**src/rtl/cmpirq_pkg.sv**
```systemverilog
package cmpirq_pkg;

  // Pick the interrupt source: pin level or compare-match signal.
  function automatic logic src_pick(input logic cmp_mode, input logic pin, input logic hit);
    return cmp_mode ? hit : pin;
  endfunction

  // Edge hit for the selected direction.
  function automatic logic edge_hit(input logic cur, input logic prev, input logic fall);
    return fall ? (prev & ~cur) : (cur & ~prev);
  endfunction

  // Flag update: a new edge takes priority over a clear.
  function automatic logic flag_next(input logic hit, input logic cur_flag, input logic clr);
    return hit | (cur_flag & ~clr);
  endfunction

endpackage

```
**src/rtl/cmpirq_channel.sv**
```systemverilog
module cmpirq_channel
  import cmpirq_pkg::*;
(
  input  logic clk,
  input  logic rst_n,
  input  logic armed,
  input  logic pin_lvl,
  input  logic cmp_hit,
  input  logic cmp_on,
  input  logic fall_sel,
  input  logic clr_req,
  output logic src_o,
  output logic edge_o,
  output logic flag_o
);

  logic src_q;
  logic flag_q;

  assign src_o  = src_pick(cmp_on, pin_lvl, cmp_hit);
  assign edge_o = armed & edge_hit(src_o, src_q, fall_sel);

  always_ff @(posedge clk) begin
    if (!rst_n) begin
      src_q  <= 1'b0;
      flag_q <= 1'b0;
    end else begin
      src_q  <= src_o;
      flag_q <= flag_next(edge_o, flag_q, clr_req);
    end
  end

  assign flag_o = flag_q;

endmodule

```
**src/rtl/cmpirq_port_shadow.sv**
```systemverilog
module cmpirq_port_shadow #(
  parameter int NUM_CH = 5
) (
  input  logic              clk,
  input  logic              rst_n,
  input  logic [NUM_CH-1:0] cmp_on,
  input  logic [NUM_CH-1:0] cmp_hit,
  input  logic [NUM_CH-1:0] wr_stb,
  input  logic [NUM_CH-1:0] wr_val,
  output logic [NUM_CH-1:0] port_o,
  output logic [NUM_CH-1:0] shadow_o
);

  logic [NUM_CH-1:0] latch_q;
  logic [NUM_CH-1:0] shadow_q;
  logic [NUM_CH-1:0] cmp_on_q;
  logic [NUM_CH-1:0] release_ev;

  assign release_ev = cmp_on_q & ~cmp_on;

  for (genvar g = 0; g < NUM_CH; g++) begin : g_bit
    always_ff @(posedge clk) begin
      if (!rst_n) begin
        latch_q[g]  <= 1'b0;
        shadow_q[g] <= 1'b0;
        cmp_on_q[g] <= 1'b0;
      end else begin
        cmp_on_q[g] <= cmp_on[g];
        if (wr_stb[g]) begin
          shadow_q[g] <= wr_val[g];
        end
        if (wr_stb[g] && !cmp_on[g]) begin
          latch_q[g] <= wr_val[g];
        end else if (release_ev[g]) begin
          latch_q[g] <= shadow_q[g];
        end
      end
    end

    assign port_o[g] = cmp_on[g] ? cmp_hit[g] : latch_q[g];
  end

  assign shadow_o = shadow_q;

endmodule

```
**src/rtl/cmpirq_edge_top.sv**
```systemverilog
module cmpirq_edge_top #(
  parameter int NUM_CH  = 5,
  parameter int NUM_POL = 2
) (
  input  logic               clk,
  input  logic               rst_n,
  input  logic [NUM_CH-1:0]  pin_lvl,
  input  logic [NUM_CH-1:0]  cmp_hit,
  input  logic [NUM_CH-1:0]  cmp_on,
  input  logic [NUM_POL-1:0] fall_sel,
  input  logic [NUM_CH-1:0]  irq_clr,
  input  logic [NUM_CH-1:0]  latch_wr,
  input  logic [NUM_CH-1:0]  latch_din,
  output logic [NUM_CH-1:0]  irq_flag,
  output logic [NUM_CH-1:0]  port_out
);

  localparam int FIXED_CH = NUM_CH - NUM_POL;

  logic              armed_q;
  logic [NUM_CH-1:0] fall_v;
  logic [NUM_CH-1:0] src_sel;
  logic [NUM_CH-1:0] edge_ev;
  logic [NUM_CH-1:0] shadow_q;

  always_ff @(posedge clk) begin
    if (!rst_n) armed_q <= 1'b0;
    else        armed_q <= 1'b1;
  end

  for (genvar g = 0; g < NUM_CH; g++) begin : g_ch
    if (g < NUM_POL) begin : g_pol
      assign fall_v[g] = fall_sel[g];
    end else begin : g_fixed
      assign fall_v[g] = 1'b0;
    end

    cmpirq_channel u_ch (
      .clk     (clk),
      .rst_n   (rst_n),
      .armed   (armed_q),
      .pin_lvl (pin_lvl[g]),
      .cmp_hit (cmp_hit[g]),
      .cmp_on  (cmp_on[g]),
      .fall_sel(fall_v[g]),
      .clr_req (irq_clr[g]),
      .src_o   (src_sel[g]),
      .edge_o  (edge_ev[g]),
      .flag_o  (irq_flag[g])
    );
  end

  cmpirq_port_shadow #(.NUM_CH(NUM_CH)) u_port (
    .clk     (clk),
    .rst_n   (rst_n),
    .cmp_on  (cmp_on),
    .cmp_hit (cmp_hit),
    .wr_stb  (latch_wr),
    .wr_val  (latch_din),
    .port_o  (port_out),
    .shadow_o(shadow_q)
  );

  if (FIXED_CH < 0) begin : g_bad_cfg
    initial $error("NUM_POL exceeds NUM_CH");
  end

endmodule

```
**config.mk**
```make
export PLATFORM = sky130hd
export DESIGN_NAME = cmpirq_edge_top
export DESIGN_NICKNAME = d
export VERILOG_FILES = /design/src/rtl/cmpirq_pkg.sv /design/src/rtl/cmpirq_channel.sv /design/src/rtl/cmpirq_port_shadow.sv /design/src/rtl/cmpirq_edge_top.sv
export SDC_FILE = /design/constraint.sdc
export NUM_CORES = 1
export LEC_CHECK = 0
export CAP_MARGIN = 20
export CORE_MARGIN = 10
export CORE_UTILIZATION = 59
export CTS_CLUSTER_SIZE = 14
export DETAILED_ROUTE_END_ITERATION = 10
export DONT_BUFFER_PORTS = 1
export HOLD_SLACK_MARGIN = 0.12
export PLACE_DENSITY_LB_ADDON = 0.1
export SLEW_MARGIN = 20
export SYNTH_ARGS = -nofsm -noshare
export SYNTH_HDL_FRONTEND = slang
export SYNTH_SLANG_ARGS = --single-unit
```
**constraint.sdc**
```tcl
create_clock -name clk -period 1.1 [get_ports clk]
set_clock_uncertainty 0.2 [all_clocks]
set_input_delay 0.055 -clock clk [delete_from_list [all_inputs] [get_ports clk]]
set_output_delay 0.055 -clock clk [all_outputs]
set_load 0.02 [all_outputs]
```
==> out/results.txt <==
Slowest cell on crit path: dfxtp_2
Slew headroom: 82.9%
P_leak: 0.620 nW
RSZ-0062 raised after global routing: true
Setup crit end kind: output pin
Clk pin slew, worst setup/hold paths: 0.14 ns
most common cell after layout, fill and taps aside: dfxtp_1
Sinks on Clock Net: 26
failing checks: negative hold slack, negative setup slack
first-pass GRT wire length: 3.86 mm
sequential-to-total area share from yosys stat: 47.1%
syn_area_per_cell: 9.86 um^2
critical-path maximum fanout: 2
First DRT Iteration DRCs: 25
Worst Setup Slack, final: -0.128 ns
# setup viols final: 5
Final Hold Slack: -0.443 ns
CTS buffer count: 3
Starting Density: 63.3%
synthesized instance count: 112
via count: 846
CTS tree: built
Peak VDD IR: 0.932 mV
DRC violations left: 0
die area: 0.00400 mm^2
critical path class: reg -> out
area of the multi-input gates: 523 um^2
vias in the first global route: 926
Reg2Reg Depth: 4
TritonRoute pass-1 iters: 4
Ys Warns: 0
CP arrival: 0.97 ns
DP HPWL: 1.60 mm
Critical R2R Launch: u_port.latch_q[0]$_SDFFE_PN0P_
Syn Nets: 146
status: finished, violations left
gr usage total: 11.4%
Die Wd: 63.3 um
initial antenna violation count: 0
H-tree levels: 1
cell area after placement: 0.00115 mm^2
Sequential cell area: 533 um^2
CP max stage delay: 0.36 ns
Rows: 15
FILL cells: 114
Ant. Diodes: 0
sequence of cells on the critical path: inv_2 -> o21ai_2 -> buf_4
total wire length: 2.31 mm
Die Height: 63.3 um
Min-Delay Path Class: in -> reg
final clock period utilization by the worst path: 112%
routability-driven placement congestion ratio: 0.686
area growth from synthesis to layout: 29.7%
fin crit period: 1.23 ns
largest net degree at the start of global routing: 28
pwr dens: 1340 mW/mm^2
CP required: 0.84 ns
Root Driver: clkbuf_4
layout cells sized above 1: 28.1%
Design Area, Final: 0.00143 mm^2
# IOs: 44
capture point of the critical path: port_out[3]
Worst setup startpoint: u_port.latch_q[3]$_SDFFE_PN0P_
GR Overflow Total: 0
Core Footprint: 0.00175 mm^2
wire per inst: 14.5 um
worst skew pair latency: 0.31 ns
Least-Margin Pin Slew: 0.250 ns
antenna viol nets, final: 0
final core utilization: 82.1%
Max-cap violations: 0
IO buf count: 0
max-slew violation count: 0
Synth cell types: 24
Nets: 170
Via density: 5.29
worst reg-to-reg setup slack: 0.06 ns
Post-Syn Area: 0.00110 mm^2
Max Clk Rate: 0.814 GHz
Critical Path Source Type: register
CTS max path bufs: 2
Synth Register Bits: 26
Reg-to-Reg End: u_port.latch_q[0]$_SDFFE_PN0P_
Final Hold Fails: 19
commonest cells after routing, fill and taps aside: 16 x dfxtp_1, 14 x dlygate4sd3_1, 10 x dfxtp_2
==> repair_timing <==
item	in CTS	in global routing
gates resized for setup	10	24
hold buffers	15	1
pin swaps	4	2
setup endpoints to repair	5	13
hold endpoints to repair	31	22
buffers inserted	1	0
==> how the worst min path moves through the flow <==
stage                      endpoint  start  slack (ns)  cells past startpoint
global placement    armed_q$_DFF_P_  rst_n       -0.11                      0
floorplan           armed_q$_DFF_P_  rst_n       -0.12                      0
global route        armed_q$_DFF_P_  rst_n       -0.49                      0
finish              armed_q$_DFF_P_  rst_n       -0.44                      0
detailed placement  armed_q$_DFF_P_  rst_n       -0.12                      0
CTS                 armed_q$_DFF_P_  rst_n       -0.46                      0
==> per-stage QoR <==
| step | hold WS [ns] | total power (W) | setup TNS, ns | setup slack [ns] | std cells |
|---|---|---|---|---|---|
| after floorplan | -0.117 | 0.00120 | 0 | 0.0196 | 112 |
| after global placement | -0.115 | 0.00122 | 0 | 0.0854 | 139 |
| after detailed placement | -0.115 | 0.00123 | 0 | 0.0651 | 139 |
| after CTS | -0.459 | 0.00192 | -0.630 | -0.136 | 159 |
| after global routing | -0.489 | 0.00204 | -0.942 | -0.205 | 160 |
| final | -0.443 | 0.00192 | -0.528 | -0.128 | 160 |
==> report_power, final <==
group	internal (W)	switching (W)
clock network	0.000368	0.000263
registers	0.000998	0.0000246
logic	0.000162	0.000107
total	0.00153	0.000395
==> area by class of cell <==
class / instances / area share [%]
clock buffer: 3 / 1.57
inverter: 7 / 1.83
tap: 25 / 2.18
sequential: 26 / 37.2
timing repair buffer: 26 / 18.6
multi-input combinational: 72 / 36.5
clock inverter: 1 / 2.10
==> cell families after synthesis <==
logic type,synth area share (%)
AND/OR/NAND/NOR,17.6
AO/OA/AOI/OAI,18.9
flip-flops,47.1
buffers and inverters,7.25
multiplexers,9.17
==> state kept, by name (all words and copies together) (netlist names) <==
name,flops
g_ch.u_ch.src_q,5
u_port.shadow_o,5
u_port.latch_q,5
g_ch.u_ch.flag_o,5
armed_q,1
u_port.cmp_on_q,5
==> worst max-delay path: cells and delay by family, from the launching register on <==
family                 cells  cell delay, ns
DFF                        1            0.36
buffers and inverters      2            0.19
AOI/OAI and AO/OA          1            0.11
==> cell usage after synthesis (all sizes together) <==
cell | count | area [um^2]
nand2b | 3 | 18.8
a32o | 7 | 70.1
mux2i | 9 | 90.1
a21boi | 3 | 33.8
o211a | 1 | 10.0
and2 | 7 | 45.1
nand3b | 2 | 15.0
and2b | 2 | 16.3
o21bai | 4 | 30.0
nor3b | 1 | 7.51
nand2 | 5 | 18.8
nor2 | 6 | 22.5
mux2 | 1 | 11.3
inv | 7 | 26.3
o21ai | 8 | 40.0
a21oi | 5 | 25.0
buf | 7 | 53.8
dfxtp | 26 | 521
nor2b | 8 | 50.1
==> metal layers <==
metal	up-vias	GRT usage (%)	wire length, um
met2	25	19.8	1130
li1	431	-	-
met4	0	4.92	12
met5	-	0	0
met1	388	11.7	958
met3	2	4.95	217
Note: power is estimated with default switching activity, not from simulation.
